--- src/rtl/mrt_pkg.sv ---
// Shared types for the multiple-register transfer sequencer.
// Assumes a single clock domain; nothing here holds state.
package mrt_pkg;

    typedef enum logic [1:0] {
        ST_IDLE  = 2'd0,
        ST_SETUP = 2'd1,
        ST_XFER  = 2'd2,
        ST_DONE  = 2'd3
    } seq_state_t;

endpackage

--- src/rtl/mrt_popcount.sv ---
// Counts the set bits of a register mask.
// Assumes CW is wide enough to hold W.
module mrt_popcount #(
    parameter int W  = 16,
    parameter int CW = $clog2(W + 1)
) (
    input  logic [W-1:0]  vec,
    output logic [CW-1:0] count
);
    // Sum every mask bit into the count.
    always_comb begin
        count = '0;
        for (int i = 0; i < W; i++) begin
            count = count + CW'(vec[i]);
        end
    end
endmodule

--- src/rtl/mrt_lowest.sv ---
// Finds the lowest set bit of a mask: one-hot form, binary index, and
// whether it is the only bit left. Assumes IW = clog2(W).
module mrt_lowest #(
    parameter int W  = 16,
    parameter int IW = $clog2(W)
) (
    input  logic [W-1:0]  vec,
    output logic [W-1:0]  onehot,
    output logic [IW-1:0] idx,
    output logic          last
);
    logic [W:0] below;  // below[i]: some bit under position i is set

    assign below[0] = 1'b0;

    genvar g;
    generate
        for (g = 0; g < W; g++) begin : g_chain
            assign onehot[g]    = vec[g] & ~below[g];
            assign below[g + 1] = below[g] | vec[g];
        end
    endgenerate

    // Encode the one-hot position as an index.
    always_comb begin
        idx = '0;
        for (int i = 0; i < W; i++) begin
            if (onehot[i]) idx = IW'(i);
        end
    end

    assign last = ((vec & ~onehot) == '0);
endmodule

--- src/rtl/mrt_addr_gen.sv ---
// Derives the first access address, the updated base and the range fault
// from the base, the register count and the two stepping bits.
// Assumes words are 4 bytes and addresses wrap modulo 2^DW.
module mrt_addr_gen #(
    parameter int DW         = 32,
    parameter int CW         = 5,
    parameter int LIMIT_LOG2 = 26
) (
    input  logic [DW-1:0] base,
    input  logic [CW-1:0] count,
    input  logic          up,
    input  logic          pre,
    output logic [DW-1:0] first_addr,
    output logic [DW-1:0] new_base,
    output logic          out_of_range
);
    logic [DW-1:0] span;
    logic [DW-1:0] low_addr;

    // Block size in bytes, the two end points and the first access.
    always_comb begin
        span         = DW'(count) << 2;
        new_base     = up ? base + span : base - span;
        low_addr     = up ? base : base - span;
        first_addr   = (up == pre) ? low_addr + DW'(4) : low_addr;
        out_of_range = |first_addr[DW-1:LIMIT_LOG2];
    end
endmodule

--- src/rtl/mrt_sequencer.sv ---
// Multi-cycle block load/store sequencer. One word per cycle, ascending
// register order and ascending addresses. Handles base write-back, load
// abort recovery, store fault deferral and the address range fault.
// Assumes the register file read and the memory response are combinational
// (same cycle) and that one register file write port is available.
module mrt_sequencer #(
    parameter int DW         = 32,
    parameter int NREG       = 16,
    parameter int LIMIT_LOG2 = 26,
    localparam int IW = $clog2(NREG),
    localparam int CW = $clog2(NREG + 1)
) (
    input  logic            clk,
    input  logic            rst_n,
    input  logic            start,
    input  logic [NREG-1:0] reg_list,
    input  logic [IW-1:0]   base_sel,
    input  logic [DW-1:0]   base_val,
    input  logic            up_mode,
    input  logic            pre_mode,
    input  logic            wb_req,
    input  logic            user_sel,
    input  logic            is_load,
    output logic [IW-1:0]   rf_raddr,
    input  logic [DW-1:0]   rf_rdata,
    output logic            rf_we,
    output logic [IW-1:0]   rf_waddr,
    output logic [DW-1:0]   rf_wdata,
    output logic            rf_user_bank,
    output logic            mem_req,
    output logic            mem_we,
    output logic [DW-1:0]   mem_addr,
    output logic [DW-1:0]   mem_wdata,
    input  logic [DW-1:0]   mem_rdata,
    input  logic            mem_err,
    output logic            status_we,
    output logic            done,
    output logic            exc
);
    import mrt_pkg::*;

    localparam logic [IW-1:0] PC_IDX = IW'(NREG - 1);

    seq_state_t      state_q;
    logic [NREG-1:0] list_q, rem_q;
    logic [IW-1:0]   bsel_q, prev_idx_q;
    logic [DW-1:0]   base_q, addr_q, prev_val_q, pc_hold_q;
    logic            up_q, pre_q, wb_q, s_q, ld_q;
    logic            first_q, ld_abort_q, st_fault_q, range_q, prev_valid_q;

    logic [CW-1:0]   n_regs;
    logic [DW-1:0]   first_addr, new_base;
    logic            out_of_range;
    logic [NREG-1:0] cur_onehot;
    logic [IW-1:0]   cur_idx;
    logic            cur_last;
    logic            wb_en, adopt_user, fault_any, base_is_pc;

    mrt_popcount #(.W(NREG), .CW(CW)) u_count (
        .vec(list_q), .count(n_regs)
    );

    mrt_addr_gen #(.DW(DW), .CW(CW), .LIMIT_LOG2(LIMIT_LOG2)) u_addr (
        .base(base_q), .count(n_regs), .up(up_q), .pre(pre_q),
        .first_addr(first_addr), .new_base(new_base),
        .out_of_range(out_of_range)
    );

    mrt_lowest #(.W(NREG), .IW(IW)) u_pick (
        .vec(rem_q), .onehot(cur_onehot), .idx(cur_idx), .last(cur_last)
    );

    // Operation-wide qualifiers derived from the latched request.
    always_comb begin
        base_is_pc = (bsel_q == PC_IDX);
        wb_en      = wb_q && !base_is_pc && !(ld_q && list_q[bsel_q]);
        adopt_user = s_q && !(ld_q && list_q[PC_IDX]);
        fault_any  = range_q || ld_abort_q || st_fault_q;
    end

    // Sequence control and per-operation bookkeeping.
    always_ff @(posedge clk) begin
        if (!rst_n) begin
            state_q      <= ST_IDLE;
            list_q       <= '0;
            rem_q        <= '0;
            bsel_q       <= '0;
            base_q       <= '0;
            addr_q       <= '0;
            up_q         <= 1'b0;
            pre_q        <= 1'b0;
            wb_q         <= 1'b0;
            s_q          <= 1'b0;
            ld_q         <= 1'b0;
            first_q      <= 1'b0;
            ld_abort_q   <= 1'b0;
            st_fault_q   <= 1'b0;
            range_q      <= 1'b0;
            prev_valid_q <= 1'b0;
            prev_idx_q   <= '0;
            prev_val_q   <= '0;
            pc_hold_q    <= '0;
        end else begin
            unique case (state_q)
                ST_IDLE: begin
                    if (start) begin
                        list_q     <= reg_list;
                        bsel_q     <= base_sel;
                        base_q     <= base_val;
                        up_q       <= up_mode;
                        pre_q      <= pre_mode;
                        wb_q       <= wb_req;
                        s_q        <= user_sel;
                        ld_q       <= is_load;
                        ld_abort_q <= 1'b0;
                        st_fault_q <= 1'b0;
                        range_q    <= 1'b0;
                        state_q    <= (reg_list == '0) ? ST_DONE : ST_SETUP;
                    end
                end
                ST_SETUP: begin
                    rem_q        <= list_q;
                    addr_q       <= first_addr;
                    range_q      <= out_of_range;
                    first_q      <= 1'b1;
                    prev_valid_q <= 1'b0;
                    state_q      <= ST_XFER;
                end
                ST_XFER: begin
                    addr_q  <= addr_q + DW'(4);
                    rem_q   <= rem_q & ~cur_onehot;
                    first_q <= 1'b0;
                    if (ld_q && !ld_abort_q) begin
                        if (mem_err) begin
                            ld_abort_q <= 1'b1;
                        end else begin
                            prev_valid_q <= 1'b1;
                            prev_idx_q   <= cur_idx;
                            prev_val_q   <= rf_rdata;
                            if (cur_idx == PC_IDX) pc_hold_q <= mem_rdata;
                        end
                    end
                    if (!ld_q && mem_err) st_fault_q <= 1'b1;
                    if (cur_last) state_q <= ST_DONE;
                end
                ST_DONE: state_q <= ST_IDLE;
                default: state_q <= ST_IDLE;
            endcase
        end
    end

    // Memory and register-file read side of the current transfer.
    always_comb begin
        rf_raddr     = cur_idx;
        mem_req      = (state_q == ST_XFER);
        mem_we       = mem_req && !ld_q && !range_q;
        mem_addr     = addr_q;
        mem_wdata    = (first_q && cur_idx == bsel_q && !base_is_pc) ? base_q : rf_rdata;
        rf_user_bank = mem_req && adopt_user;
    end

    // Single register-file write port: write-back, loads, undo, final fix-up.
    always_comb begin
        rf_we     = 1'b0;
        rf_waddr  = bsel_q;
        rf_wdata  = new_base;
        status_we = 1'b0;
        unique case (state_q)
            ST_SETUP: rf_we = wb_en;
            ST_XFER: begin
                if (ld_q && !ld_abort_q) begin
                    if (mem_err) begin
                        rf_we    = prev_valid_q;
                        rf_waddr = prev_idx_q;
                        rf_wdata = prev_val_q;
                    end else if (cur_idx != PC_IDX) begin
                        rf_we    = 1'b1;
                        rf_waddr = cur_idx;
                        rf_wdata = mem_rdata;
                    end
                end
            end
            ST_DONE: begin
                if (ld_q && ld_abort_q && !base_is_pc) begin
                    rf_we    = 1'b1;
                    rf_wdata = wb_en ? new_base : base_q;
                end else if (ld_q && list_q[PC_IDX] && !fault_any) begin
                    rf_we     = 1'b1;
                    rf_waddr  = PC_IDX;
                    rf_wdata  = pc_hold_q;
                    status_we = s_q;
                end
            end
            default: ;
        endcase
    end

    assign done = (state_q == ST_DONE);
    assign exc  = done && fault_any;

    // consecutive accesses step by one word.
    p_addr_step_r1: assert property (@(posedge clk) disable iff (!rst_n)
        mem_req && $past(mem_req) |-> mem_addr == $past(mem_addr) + DW'(4));

    // completion is a one-cycle pulse.
    p_done_pulse_r11: assert property (@(posedge clk) disable iff (!rst_n)
        done |=> !done);

    // the fault flag only accompanies completion.
    p_exc_with_done_r11: assert property (@(posedge clk) disable iff (!rst_n)
        exc |-> done);

    // after a failed load, later transfer cycles write nothing.
    p_quiet_after_abort_r5: assert property (@(posedge clk) disable iff (!rst_n)
        mem_req && $past(mem_req && mem_err && !mem_we && ld_q) |-> !rf_we);

    // a status load always rides on a write of register 15.
    p_status_with_pc_r9: assert property (@(posedge clk) disable iff (!rst_n)
        status_we |-> rf_we && rf_waddr == PC_IDX && done);

    // the user bank is only requested alongside a memory access.
    p_bank_in_xfer_r8: assert property (@(posedge clk) disable iff (!rst_n)
        rf_user_bank |-> mem_req);
endmodule

--- config.mk ---
export PLATFORM = sky130hd
export DESIGN_NAME = mrt_sequencer
export DESIGN_NICKNAME = d
export VERILOG_FILES = /design/src/rtl/mrt_pkg.sv /design/src/rtl/mrt_popcount.sv /design/src/rtl/mrt_lowest.sv /design/src/rtl/mrt_addr_gen.sv /design/src/rtl/mrt_sequencer.sv
export SDC_FILE = /design/constraint.sdc
export NUM_CORES = 1
export LEC_CHECK = 0
export ABC_AREA = 1
export BUFFER_PORTS_ARGS = -buffer_cell sky130_fd_sc_hd__buf_2
export CELL_PAD_IN_SITES_DETAIL_PLACEMENT = 1
export CELL_PAD_IN_SITES_GLOBAL_PLACEMENT = 2
export CORE_MARGIN = 3
export CORE_UTILIZATION = 29
export CTS_CLUSTER_SIZE = 8
export DETAILED_ROUTE_END_ITERATION = 12
export HOLD_SLACK_MARGIN = 0.12
export PLACE_DENSITY = 0.8
export REMOVE_ABC_BUFFERS = 1
export SETUP_SLACK_MARGIN = 0.2
export SKIP_CTS_REPAIR_TIMING = 1
export SKIP_LAST_GASP = 1
export SYNTH_ARGS = -nofsm -noshare
export SYNTH_HDL_FRONTEND = slang
export SYNTH_HIERARCHICAL = 1
export SYNTH_SLANG_ARGS = --single-unit
--- constraint.sdc ---
create_clock -name clk -period 8.66 [get_ports clk]
set_clock_uncertainty 0.05 [all_clocks]
set_input_delay 1.732 -clock clk [delete_from_list [all_inputs] [get_ports clk]]
set_output_delay 1.732 -clock clk [all_outputs]
set_load 0.02 [all_outputs]
# [After elaboration in Yosys (flattened, before gate mapping)]
# Cells that the tools add are included.
[totals] reg_bits=180 inputBits=125 output_inout_bits=111 wordCells=200
[classes] add_sub_neg=19 n_lt_le_gt_ge=1 eq_ne=14 mux=60 n_bitwise=47 n_reduce_logical=40
[op_table] op="2-to-1 mux 32 bit" n=10
[op_table] op="one-hot mux 32 bit (2 select lines)" n=2
[op_table] op="2-to-1 mux 4 bit" n=19
[op_table] op="adder 5 x 1 -> 5 bit" n=14
[op_table] op="adder 32 x 3 -> 32 bit (second input constant)" n=2
[op_table] op="adder 32 x 7 -> 32 bit" n=1
[op_table] op="zero test 16 bit" n=2
[op_table] op="one-hot mux 16 bit (2 select lines)" n=1
[op_table] op="subtractor 32 x 7 -> 32 bit" n=1
[op_table] op="AND 16 bit" n=1
[op_table] op="logical AND 1 bit" n=16
[op_table] op="2-to-1 mux 1 bit" n=16
[op_table] op="inverter 1 bit" n=16
[op_table] op="inverter 16 bit" n=1
[op_table] op="AND 1 bit" n=15
[op_table] op="OR 1 bit" n=14
[op_table] op="one-hot mux 1 bit (2 select lines)" n=5
[op_table] op="AND reduction 3 bit" n=3
[op_table] op="equality test 4 bit (second input constant)" n=2
[op_table] op="!= test 2 x 1 -> 1 bit (second input constant)" n=4
[op_table] op="one-hot mux 2 bit (4 select lines)" n=1
[op_table] op="one-hot mux 4 bit (2 select lines)" n=1
[op_table] op="AND reduction 4 bit" n=2
[op_table] op="zero test 1 bit" n=7
[op_table] op="other kinds (16)" n=25

# [Depth between registers and ports, before layout]
# Gate-level depths: netlist of run 1.
[depth] ltp_word=22 depth_mapped=38 ltp_nobuf=37

# [Hierarchy]
# Netlist of run 1, hierarchy kept.
[modules_own_cells] module="mrt_sequencer" instances=1 cells_per_inst=1635 area_per_inst_um2=10786.6 seq_area_each_um2=3603.5
[modules_own_cells] module="mrt_addr_gen" instances=1 cells_per_inst=690 area_per_inst_um2=3395.8 seq_area_each_um2=0.0
[modules_own_cells] module="mrt_lowest" instances=1 cells_per_inst=95 area_per_inst_um2=486.7 seq_area_each_um2=0.0
[modules_own_cells] module="mrt_popcount" instances=1 cells_per_inst=52 area_per_inst_um2=414.1 seq_area_each_um2=0.0

# [Worst setup path before layout of run 1]
# Ideal clock, no wire load.
[synth_timing] path_kind="reg2out" from="register list_q[0]" to="output rf_wdata[22]" arrival_ns=5.668 t_required_ns=6.878 path_slack_ns=1.210 path_stages_with_launch=32 n_path_buf=1 path_cell_list="dfxtp_1 > inv_1 > fa_1 > fa_1 > fa_1 > fa_1 > inv_1 > ha_1 > inv_1 > fa_1 > xnor2_1 > inv_1 > ha_1 > buf_6 > or2_1 > o21ai_2 > nand2_1 > a21oi_2 > nand2_1 > nor2_4 > nand2_4 > nor2_8 > nand4_2 > nor2_4 > inv_2 > nor2_4 > nor2_1 > a21oi_1 > inv_1 > o221ai_1 > o21ai_0 > nand2_1"
[synth_via] elab_chain_len=21 word_cells_on_any_way=30 classes_between="add/sub (17); mux (10); reduce/logical (3)"
[synth_lines] item="start: declaration" line="mrt_sequencer.sv:45" rtl="logic [NREG-1:0] list_q, rem_q;"
[synth_lines] item="start signal: assignment" line="mrt_sequencer.sv:107" rtl="list_q <= reg_list;"
[synth_lines] item="adder 1 x 1 -> 2 bit *" line="mrt_popcount.sv:14" rtl="count = count + CW'(vec[i]);"
[synth_lines] item="adder 5 x 1 -> 5 bit * (14 in a row)" line="mrt_popcount.sv:14"
[synth_lines] item="via n_regs[2]" line="mrt_sequencer.sv:51" rtl="logic [CW-1:0] n_regs;"
[synth_lines] item="subtractor 32 x 7 -> 32 bit / adder 32 x 7 -> 32 bit (equally long branches)" line="mrt_addr_gen.sv:23" rtl="new_base = up ? base + span : base - span;"
[synth_lines] item="2-to-1 mux 32 bit *" line="mrt_addr_gen.sv:23"
[synth_lines] item="via new_base[22]" line="mrt_sequencer.sv:52" rtl="logic [DW-1:0] first_addr, new_base;"
[synth_lines] item="2-to-1 mux 32 bit" line="mrt_sequencer.sv:176" rtl="end else if (cur_idx != PC_IDX) begin"
[synth_lines] item="2-to-1 mux 32 bit" line="mrt_sequencer.sv:172" rtl="if (mem_err) begin"
[synth_lines] item="2-to-1 mux 32 bit" line="mrt_sequencer.sv:171" rtl="if (ld_q && !ld_abort_q) begin"
[synth_lines] item="one-hot mux 32 bit (2 select lines) *" line="mrt_sequencer.sv:168" rtl="unique case (state_q)"
[synth_lines] item="end: declaration" line="mrt_sequencer.sv:28" rtl="output logic [DW-1:0] rf_wdata,"
# Mark *: on every way through the listed nets, which the timed path passes. The rest lies on a longest branch. The select of a mux whose other input is x is not followed.

# [Worst setup path after layout of run 1]
[layout_timing] from="register list_q[11]" to="output rf_wdata[22]"
[layout_via] elab_chain_len=11 word_cells_on_any_way=20 classes_between="add/sub (7); mux (10); reduce/logical (3)"
[layout_lines] item="adder 5 x 1 -> 5 bit * (5 in a row)" line="mrt_popcount.sv:14"
[layout_lines] item="via n_regs[1]" line="mrt_sequencer.sv:51"
[layout_lines] item="subtractor 32 x 7 -> 32 bit / adder 32 x 7 -> 32 bit (equally long branches)" line="mrt_addr_gen.sv:23"
[layout_lines] item="2-to-1 mux 32 bit *" line="mrt_addr_gen.sv:23"
[layout_lines] item="via new_base[22]" line="mrt_sequencer.sv:52"
[layout_lines] item="2-to-1 mux 32 bit" line="mrt_sequencer.sv:176"
[layout_lines] item="2-to-1 mux 32 bit" line="mrt_sequencer.sv:172"
[layout_lines] item="2-to-1 mux 32 bit" line="mrt_sequencer.sv:171"
[layout_lines] item="one-hot mux 32 bit (2 select lines) *" line="mrt_sequencer.sv:168"
# Marked as above.

==> impl_metrics.py, run 1 <==
metrics = {
    "outcome": {
        "outcome": "completed",
    },
    "floorplanning": {
        "fp.dieW_um": 234,
        "dieHeight_um": 234,
        "start_util_pct": 29.7,
        "ios": 236,
        "rows": 82,
        "core_sq_um": 50800,
        "die-area_sq_um": 54800,
    },
    "pwr": {
        "p_leak_uw": 0.00780,
        "power_density_nw_per_um2": 521,
        "pwr-share-comb_pct": 77.4,
        "power.internal_uw": 3730,
        "ir_drop_mv": 0.314,
        "seqPwrFrac_pct": 13.9,
        "pwr-share-clk_pct": 8.7,
        "p_sw_uw": 5470,
        "switching_share_pct": 59.5,
    },
    "global_route": {
        "grt_pass1_vias": 17800,
        "grt_pass1_wl_um": 101000,
        "antenna_found_initial": 0,
        "track_usage_pct": 23.7,
        "grt-ovfl-total": 0,
        "grt_max_degree": 97,
    },
    "sta": {
        "rsz0062_at_grt": "yes",
        "setup_violations": 0,
        "timing.final.crit_share_pct": 99.1,
        "slew_headroom_pct": 13.4,
        "final.min_clock_period_ns": 8.58,
        "tightest_slew_ns": 1.30,
        "timing.fmax_mhz": 117,
        "hold_viol_final": 0,
        "slew_violations": 0,
    },
    "worst_setup_path": {
        "reg2reg_depth": 30,
        "cp_max_fo": 5,
        "required_ns": 6.88,
        "crit_end": "rf_wdata[22]",
        "rrSetupSlack_ns": 2.15,
        "crit_type": "register to output port",
        "critical_path.startpoint_type": "register",
        "cp_slowest_cell": "fa_1",
        "crit_path_frequent_cell": "inv_2",
        "worstSetupPathDepth": 31,
        "worst_r2r_startpoint": "list_q[11]",
        "path_buf_inv": 8,
        "crit_arrival_ns": 6.80,
        "cp_slowest_stage_delay_ns": 0.56,
        "worstReg2RegEnd": "range_q",
        "crit_family": "adder cells",
        "crit_path_end_kind": "output port",
        "setup.worst_path.start": "list_q[11]",
    },
    "place": {
        "gp_congestion": 0.868,
        "dp_hpwl_um": 47700,
        "numPortBuffers": 235,
        "placed_cells": 3265,
    },
    "route": {
        "wire_per_inst_um": 20.0,
        "drtIter0Drc": 1037,
        "drc": 0,
        "first_pass_iters": 5,
        "vias": 17600,
        "postRouteWirelength_um": 66300,
        "via_per_inst": 5.29,
        "ant_nets": 0,
    },
    "cts": {
        "clk_latency_ns": 0.50,
        "cts.htree.levels": 4,
        "clock_sinks": 180,
        "clock_path_buffers": 2,
        "path_clk_slew_ns": 0.08,
        "cts-root-buf": "clkbuf_16",
        "cts_tree": "built",
        "cts_buffers": 17,
    },
    "layout": {
        "antennaDiodeCount": 0,
        "final_cells": 3320,
        "drive_above_1_share_pct": 20.8,
        "syn_to_final_growth_pct": 17.0,
        "utilization_pct": 34.7,
        "fillCellCount": 6699,
        "finalNetCount": 2794,
    },
    "worst_hold_path": {
        "hold_path_class": "register to register",
        "min-delay-start": "prev_valid_q",
    },
    "logic_synthesis": {
        "synth_warnings": 6,
        "synth_seq_area_share_pct": 23.9,
        "yosysUniqueCellTypes": 58,
        "synthCells": 2472,
        "syn_area_sq_um": 15100,
        "avgSynthCellArea_sq_um": 6.10,
        "ys_ff_latch": 180,
    },
    "flow_run": {
        "cap_violations": 0,
    },
}
==> state kept, by name, summed over array words and instances (netlist names) <==
signal        count
mem_addr         32
prev_val_q       32
first_q           1
s_q               1
ld_q              1
prev_valid_q      1
state_q           2
up_q              1
list_q           16
ld_abort_q        1
rem_q            16
range_q           1
bsel_q            4
base_q           32
st_fault_q        1
pc_hold_q        32
pre_q             1
prev_idx_q        4
wb_q              1
==> how the worst min path moves through the flow <==
stage | slack [ns] | cells after the start | to
3_3_place_gp | 0.40 | 2 | prev_valid_q
4_1_cts | 0.43 | 2 | prev_valid_q
6_report | 0.42 | 2 | prev_valid_q
5_1_grt | 0.46 | 2 | prev_valid_q
3_5_place_dp | 0.41 | 2 | prev_valid_q
2_1_floorplan | 0.39 | 2 | prev_valid_q
==> cell usage after synthesis (all sizes together) <==
master | count | area [sq um]
o21bai | 2 | 15.0
o31ai | 1 | 7.51
o211ai | 18 | 135
or2 | 6 | 37.5
o22ai | 12 | 75.1
o2111ai | 1 | 8.76
nor3b | 1 | 7.51
nor2 | 363 | 1540
nand3b | 9 | 67.6
xnor2 | 11 | 111
ha | 21 | 263
o32ai | 2 | 17.5
nand3 | 211 | 1260
a21oi | 114 | 578
a21boi | 2 | 15.0
clkbuf | 74 | 308
nand2 | 572 | 2290
a2111oi | 1 | 8.76
nor4 | 10 | 62.6
fa | 12 | 240
xor2 | 20 | 175
a22oi | 32 | 240
a31oi | 7 | 43.8
dfxtp | 180 | 3600
nor3 | 59 | 323
o221ai | 25 | 219
o21ai | 282 | 1430
inv | 300 | 1130
a221oi | 3 | 32.5
nand4 | 41 | 290
buf | 61 | 409
a211oi | 17 | 128
clkinv | 2 | 7.51
==> per-stage QoR <==
step | worst slack (ns) | setup TNS, ns | hold WS, ns | area, sq um | total power (uW)
2_1_floorplan | 1.12 | 0 | 0.386 | 14400 | 5740
3_3_place_gp | 0.446 | 0 | 0.404 | 16600 | 7710
3_5_place_dp | 0.333 | 0 | 0.413 | 16600 | 7930
4_1_cts | -0.358 | -1.53 | 0.427 | 17100 | 8790
5_1_grt | -0.243 | -1.13 | 0.456 | 17600 | 10000
6_report | 0.0763 | 0 | 0.424 | 17600 | 9200
==> worst register-to-register path, delay by kind of cell, from the launching register on <==
| kind | cells | cell delay, ns |
|---|---|---|
| flip-flops | 1 | 0.36 |
| buffers and inverters | 5 | 0.30 |
| adder cells (fa/ha/maj) | 7 | 3.01 |
| AO/OA/AOI/OAI | 2 | 0.30 |
| AND/OR/NAND/NOR | 16 | 2.32 |
==> cell families after synthesis <==
kind of cell / Yosys count / synth area share [%]
buf+inv: 437 / 12.3
flops: 180 / 23.9
simple gates: 1272 / 39.0
fa+ha+maj: 33 / 3.33
compound gates: 519 / 19.6
xor+xnor: 31 / 1.90
==> cell usage in the layout, fill, tap and decap left out, drive strengths merged <==
cell,Yosys,routed
nand4,41,41
or2,6,6
clkinvlp,0,3
fa,12,12
buf,61,280
o21ai,282,282
nor3b,1,1
xnor2,11,11
nor2,363,363
a2111oi,1,1
clkbuf,74,18
nand2,572,572
o221ai,25,25
o21bai,2,2
o32ai,2,2
nor3,59,59
o211ai,18,18
a22oi,32,32
o2111ai,1,1
ha,21,21
a21oi,114,114
o31ai,1,1
nor4,10,10
nand3b,9,9
a211oi,17,17
a221oi,3,3
nand3,211,211
xor2,20,20
dfxtp,180,180
o22ai,12,12
a31oi,7,7
inv,300,306
clkinv,2,6
a21boi,2,2
==> power by group through the flow <==
| stage | Clock (uW) | Sequential [uW] | Combinational, uW |
|---|---|---|---|
| floorplan | 0 | 1250 | 4490 |
| global placement | 0 | 1280 | 6430 |
| detailed placement | 0 | 1290 | 6640 |
| CTS | 827 | 1270 | 6690 |
| global route | 849 | 1310 | 7850 |
| finish | 799 | 1280 | 7120 |
==> layout make-up <==
cell class | count | area (sq um) | share of cell area, %
clock buffer | 18 | 439 | 2.49
inverter | 302 | 1140 | 6.45
clock inverter | 13 | 123 | 0.695
multi-input combinational | 1855 | 9940 | 56.3
timing repair buffer | 280 | 1560 | 8.83
sequential | 180 | 3610 | 20.5
tap | 672 | 841 | 4.76
==> layer usage <==
layer	routed length (um)	global-route usage (%)
met1	30900	31.4
met2	31300	40.0
met3	2780	3.50
met4	1330	6.92
met5	0	0
Note: power is estimated with default switching activity, not from simulation.
==> inputs of run 2 (changes only) <==
--- a/config.mk
+++ b/config.mk
@@ -10,11 +10,11 @@
 export CELL_PAD_IN_SITES_DETAIL_PLACEMENT = 1
 export CELL_PAD_IN_SITES_GLOBAL_PLACEMENT = 2
 export CORE_MARGIN = 3
-export CORE_UTILIZATION = 29
-export CTS_CLUSTER_SIZE = 8
+export CORE_UTILIZATION = 31
+export CTS_CLUSTER_SIZE = 12
 export DETAILED_ROUTE_END_ITERATION = 12
 export HOLD_SLACK_MARGIN = 0.12
-export PLACE_DENSITY = 0.8
+export PLACE_DENSITY = 0.84
 export REMOVE_ABC_BUFFERS = 1
 export SETUP_SLACK_MARGIN = 0.2
 export SKIP_CTS_REPAIR_TIMING = 1
==> constraint.sdc (replaced) <==
create_clock -name clk -period 8.1 [get_ports clk]
set_clock_uncertainty 0.05 [all_clocks]
set_input_delay 1.62 -clock clk [delete_from_list [all_inputs] [get_ports clk]]
set_output_delay 1.62 -clock clk [all_outputs]
set_load 0.02 [all_outputs]
==> impl_metrics.py, run 2 (same netlist as run 1, synthesis figures left out) <==
metrics = {
    "outcome": {
        "outcome": "finished with violations",
        "violations": "negative setup slack",
    },
    "worst_hold_path": {
        "min-delay-start": "prev_valid_q",
        "hold_path_class": "register to register",
    },
    "sta": {
        "tightest_slew_ns": 1.17,
        "hold_viol_final": 0,
        "timing.fmax_mhz": 120,
        "fin_tns_setup_ns": -1.88,
        "slew_headroom_pct": 21.8,
        "final.min_clock_period_ns": 8.35,
        "slew_violations": 0,
        "setup_violations": 10,
        "finalWorstSetupSlack_ns": -0.253,
        "timing.final.crit_share_pct": 103,
        "rsz0062_at_grt": "yes",
    },
    "worst_setup_path": {
        "setup.worst_path.start": "list_q[3]",
        "cp_max_fo": 5,
        "critical_path.startpoint_type": "register",
        "path_buf_inv": 8,
        "crit_path_end_kind": "output port",
        "crit_arrival_ns": 6.68,
        "required_ns": 6.43,
        "cp_slowest_stage_delay_ns": 0.58,
        "crit_type": "register to output port",
        "crit_family": "adder cells",
        "crit_path_frequent_cell": "inv_2",
        "worst_r2r_startpoint": "list_q[3]",
        "cp_slowest_cell": "fa_1",
    },
    "floorplanning": {
        "die-area_sq_um": 51300,
        "ios": 236,
        "dieHeight_um": 227,
        "rows": 80,
        "start_util_pct": 31.5,
        "core_sq_um": 47900,
        "fp.dieW_um": 227,
    },
    "layout": {
        "fillCellCount": 6330,
        "drive_above_1_share_pct": 20.8,
        "finalNetCount": 2798,
        "final_cells": 3269,
        "layout_common_cells": "nand2_1 (504), nor2_1 (317), inv_1 (267)",
        "syn_to_final_growth_pct": 16.9,
        "layout_commonest_cell": "nand2_1",
    },
    "cts": {
        "clock_sinks": 180,
        "cts.htree.levels": 4,
        "clk_latency_ns": 0.50,
        "cts-root-buf": "clkbuf_16",
        "cts_buffers": 17,
        "cts_tree": "built",
        "path_clk_slew_ns": 0.08,
        "clock_path_buffers": 2,
    },
    "global_route": {
        "grt_pass1_wl_um": 101000,
        "track_usage_pct": 24.9,
        "grt_pass1_vias": 18200,
        "grt-ovfl-total": 0,
        "antenna_found_initial": 2,
        "grt_max_degree": 113,
    },
    "route": {
        "drtIter0Drc": 934,
        "vias": 17600,
        "via_per_inst": 5.37,
        "ant_nets": 0,
        "postRouteWirelength_um": 64600,
        "first_pass_iters": 5,
        "wire_per_inst_um": 19.8,
        "drc": 0,
    },
    "pwr": {
        "ir_drop_mv": 0.319,
        "p_total_uw": 9870,
        "power_density_nw_per_um2": 560,
        "p_leak_uw": 0.00785,
    },
    "place": {
        "numPortBuffers": 235,
        "gp_congestion": 0.907,
        "placed_cells": 3219,
        "dp_hpwl_um": 47600,
    },
    "flow_run": {
        "cap_violations": 0,
    },
}
-- run 2: cell types whose count changed in the layout (fill, tap and decap cells not counted), moves of 3 or more --
cell	before	now
o21ai_0	222	227
buf_4	53	57
nand3_1	165	169
nand3_2	44	40
o21ai_1	53	49
clkbuf_8	1	4
clkinvlp_4	3	0
-- run 2: layout make-up --
type | instances | area, sq um | area share, %
Sequential cell | 180 | 3610 | 20.5
Antenna cell | 1 | 2.50 | 0.0142
Clock buffer | 22 | 484 | 2.75
Tap cell | 615 | 769 | 4.36
Timing Repair Buffer | 284 | 1590 | 9.01
Clock inverter | 10 | 135 | 0.766
Inverter | 302 | 1140 | 6.44
Multi-Input combinational cell | 1855 | 9910 | 56.2
-- run 2: worst paths after layout --
| check | end | slack (ns) | cells after the start |
|---|---|---|---|
| worst max register to register | range_q | 1.81 | 33 |
| worst max-delay path | rf_wdata[22] | -0.25 | 32 |
| worst min-delay path | prev_valid_q | 0.42 | 2 |
| worst min register to register | prev_valid_q | 0.42 | 2 |
-- run 2: routing by layer --
metal  vias to the layer above  GRT usage, %  share of wire, %
li1                       8469             -                 -
met1                      8566          32.9                46
met2                       436          41.4                47
met4                         2          8.74               2.4
met3                        93          3.63               4.1
met5                         -             0             0.011
-- run 2: worst reg2reg max path: cells and delay by family, from the launching register on --
family          cells  cell delay [ns]
simple gates       18             2.14
fa+ha+maj           7             2.87
buf+inv             6             0.49
compound gates      1             0.07
flops               1             0.34
xor+xnor            1             0.18
-- run 2: stage by stage --
step / instance area [sq um] / hold WS, ns / setup WS (ns) / utilization, %
3_3_place_gp: 16600 / 0.398 / 0.205 / 34.6
5_1_grt: 17600 / 0.452 / -0.520 / 36.8
4_1_cts: 17200 / 0.421 / -0.561 / 35.9
3_5_place_dp: 16600 / 0.411 / 0.0374 / 34.6
2_1_floorplan: 14400 / 0.386 / 0.671 / -
6_report: 17600 / 0.420 / -0.253 / 36.8
-- run 2: report_power, final --
part | total, uW | switching, uW | leakage, uW | internal [uW]
Combinational | 7580 | 5080 | 0.00608 | 2510
Clock | 923 | 427 | 0.000306 | 496
Sequential | 1360 | 294 | 0.00147 | 1070
==> inputs of run 3 (changes only) <==
--- a/config.mk
+++ b/config.mk
@@ -15,6 +15,7 @@
 export DETAILED_ROUTE_END_ITERATION = 12
 export HOLD_SLACK_MARGIN = 0.12
 export PLACE_DENSITY = 0.84
+export RECOVER_POWER = 50
 export REMOVE_ABC_BUFFERS = 1
 export SETUP_SLACK_MARGIN = 0.2
 export SKIP_CTS_REPAIR_TIMING = 1
==> impl_metrics.py, run 3 (same netlist as run 1, synthesis figures left out) <==
metrics = {
    "worst_hold_path": {
        "hold_path_class": "register to register",
        "min_path_cells": 2,
    },
    "cts": {
        "cts-root-buf": "clkbuf_16",
        "cts_tree": "built",
        "clock_path_buffers": 2,
        "clk_latency_ns": 0.50,
        "clock_sinks": 180,
        "path_clk_slew_ns": 0.08,
        "cts_buffers": 17,
        "cts.htree.levels": 4,
    },
    "worst_setup_path": {
        "cp_slowest_stage_delay_ns": 0.58,
        "crit_arrival_ns": 6.68,
        "reg2reg_depth": 33,
        "cp_max_fo": 5,
        "crit_path_frequent_cell": "inv_2",
        "required_ns": 6.43,
        "cp_slowest_cell": "fa_1",
        "crit_type": "register to output port",
        "rrSetupSlack_ns": 1.77,
        "crit_path_end_kind": "output port",
        "critical_path.startpoint_type": "register",
        "worstReg2RegEnd": "range_q",
        "setup.worst_path.start": "list_q[3]",
        "worst_r2r_startpoint": "list_q[3]",
        "crit_end": "rf_wdata[22]",
    },
    "layout": {
        "fillCellCount": 6330,
        "syn_to_final_growth_pct": 16.5,
        "layout_common_cells": "nand2_1 (505), nor2_1 (317), inv_1 (268)",
        "layout_commonest_cell": "nand2_1",
        "drive_above_1_share_pct": 19.4,
        "finalNetCount": 2798,
    },
    "route": {
        "vias": 17500,
        "drc": 0,
        "ant_nets": 0,
        "postRouteWirelength_um": 64800,
        "via_per_inst": 5.37,
        "drtIter0Drc": 893,
        "first_pass_iters": 5,
        "wire_per_inst_um": 19.8,
    },
    "pwr": {
        "seqPwrFrac_pct": 13.8,
        "switching_share_pct": 58.8,
        "power_density_nw_per_um2": 561,
        "pwr-share-clk_pct": 9.4,
        "p_sw_uw": 5810,
        "power.internal_uw": 4060,
        "ir_drop_mv": 0.321,
        "p_total_uw": 9870,
        "pwr-share-comb_pct": 76.8,
        "p_leak_uw": 0.00770,
    },
    "floorplanning": {
        "die-area_sq_um": 51300,
        "rows": 80,
        "dieHeight_um": 227,
        "start_util_pct": 31.5,
        "fp.dieW_um": 227,
        "ios": 236,
        "core_sq_um": 47900,
    },
    "sta": {
        "final.min_clock_period_ns": 8.35,
        "slew_violations": 196,
        "timing.fmax_mhz": 120,
        "rsz0062_at_grt": "yes",
        "tightest_slew_ns": 4.51,
        "slew_headroom_pct": -201,
        "finalWorstSetupSlack_ns": -0.251,
        "fin_tns_setup_ns": -1.87,
        "hold_viol_final": 0,
        "timing.final.crit_share_pct": 103,
        "setup_violations": 10,
        "hold_slack_ns": 0.421,
    },
    "place": {
        "numPortBuffers": 235,
        "dp_worst_setup_slack_ns": 0.0374,
        "dp_hpwl_um": 47600,
        "gp_congestion": 0.907,
    },
    "global_route": {
        "grt-ovfl-total": 0,
        "grt_pass1_wl_um": 101000,
        "antenna_found_initial": 2,
        "track_usage_pct": 24.9,
        "grt_max_degree": 113,
        "grt_pass1_vias": 18200,
    },
    "outcome": {
        "violations": "max-capacitance violations, max-slew violations, negative setup slack",
        "outcome": "finished with violations",
    },
    "flow_run": {
        "cap_violations": 3,
    },
}
[run 3: cell types whose count changed in the layout (fill, tap and decap cells not counted)]
cell,before,now
buf_2,223,189
buf_4,57,54
clkbuf_1,1,38
inv_1,267,268
inv_2,33,32
nand2_1,504,505
nand2_4,3,2
[run 3: layer usage]
layer / track usage [%] / wire, um / vias up
li1: - / - / 8471
met1: 32.9 / 30000 / 8550
met5: 0 / 7 / -
met2: 41.4 / 30600 / 435
met3: 3.63 / 2600 / 90
met4: 8.74 / 1560 / 2
[run 3: how the worst min path moves through the flow]
stage	start	to	slack [ns]
3_5_place_dp	prev_valid_q	prev_valid_q	0.41
2_1_floorplan	prev_valid_q	prev_valid_q	0.39
5_1_grt	st_fault_q	st_fault_q	0.45
6_report	prev_valid_q	prev_valid_q	0.42
4_1_cts	prev_valid_q	prev_valid_q	0.42
3_3_place_gp	prev_valid_q	prev_valid_q	0.40
[run 3: critical path: cells and delay by family (launching register included)]
family	cells	cell delay, ns
flops	1	0.34
buf+inv	8	0.64
fa+ha+maj	7	3.02
compound gates	4	0.54
simple gates	13	1.61
[run 3: through the flow]
stage	std cells	instance area [sq um]	util, %
2_1_floorplan	2337	14400	-
3_3_place_gp	3219	16600	34.6
5_1_grt	3269	17600	36.7
3_5_place_dp	3219	16600	34.6
6_report	3269	17600	36.7
4_1_cts	3251	17200	35.9
[run 3: power by group through the flow]
stage	Sequential (uW)	Combinational [uW]	Clock [uW]
floorplan	1330	4800	0
finish	1370	7580	924
CTS	1360	7200	951
global route	1400	8410	971
global placement	1370	6940	0
detailed placement	1380	7160	0
[run 3: area by class of cell]
cell class                      count  area [sq um]  area share, %
Inverter                          302          1140           6.46
Timing Repair Buffer              284          1540           8.73
Antenna cell                        1          2.50         0.0142
Clock inverter                     10           135          0.769
Multi-Input combinational cell   1855          9910           56.4
Clock buffer                       22           484           2.75
Sequential cell                   180          3610           20.5
Tap cell                          615           769           4.38
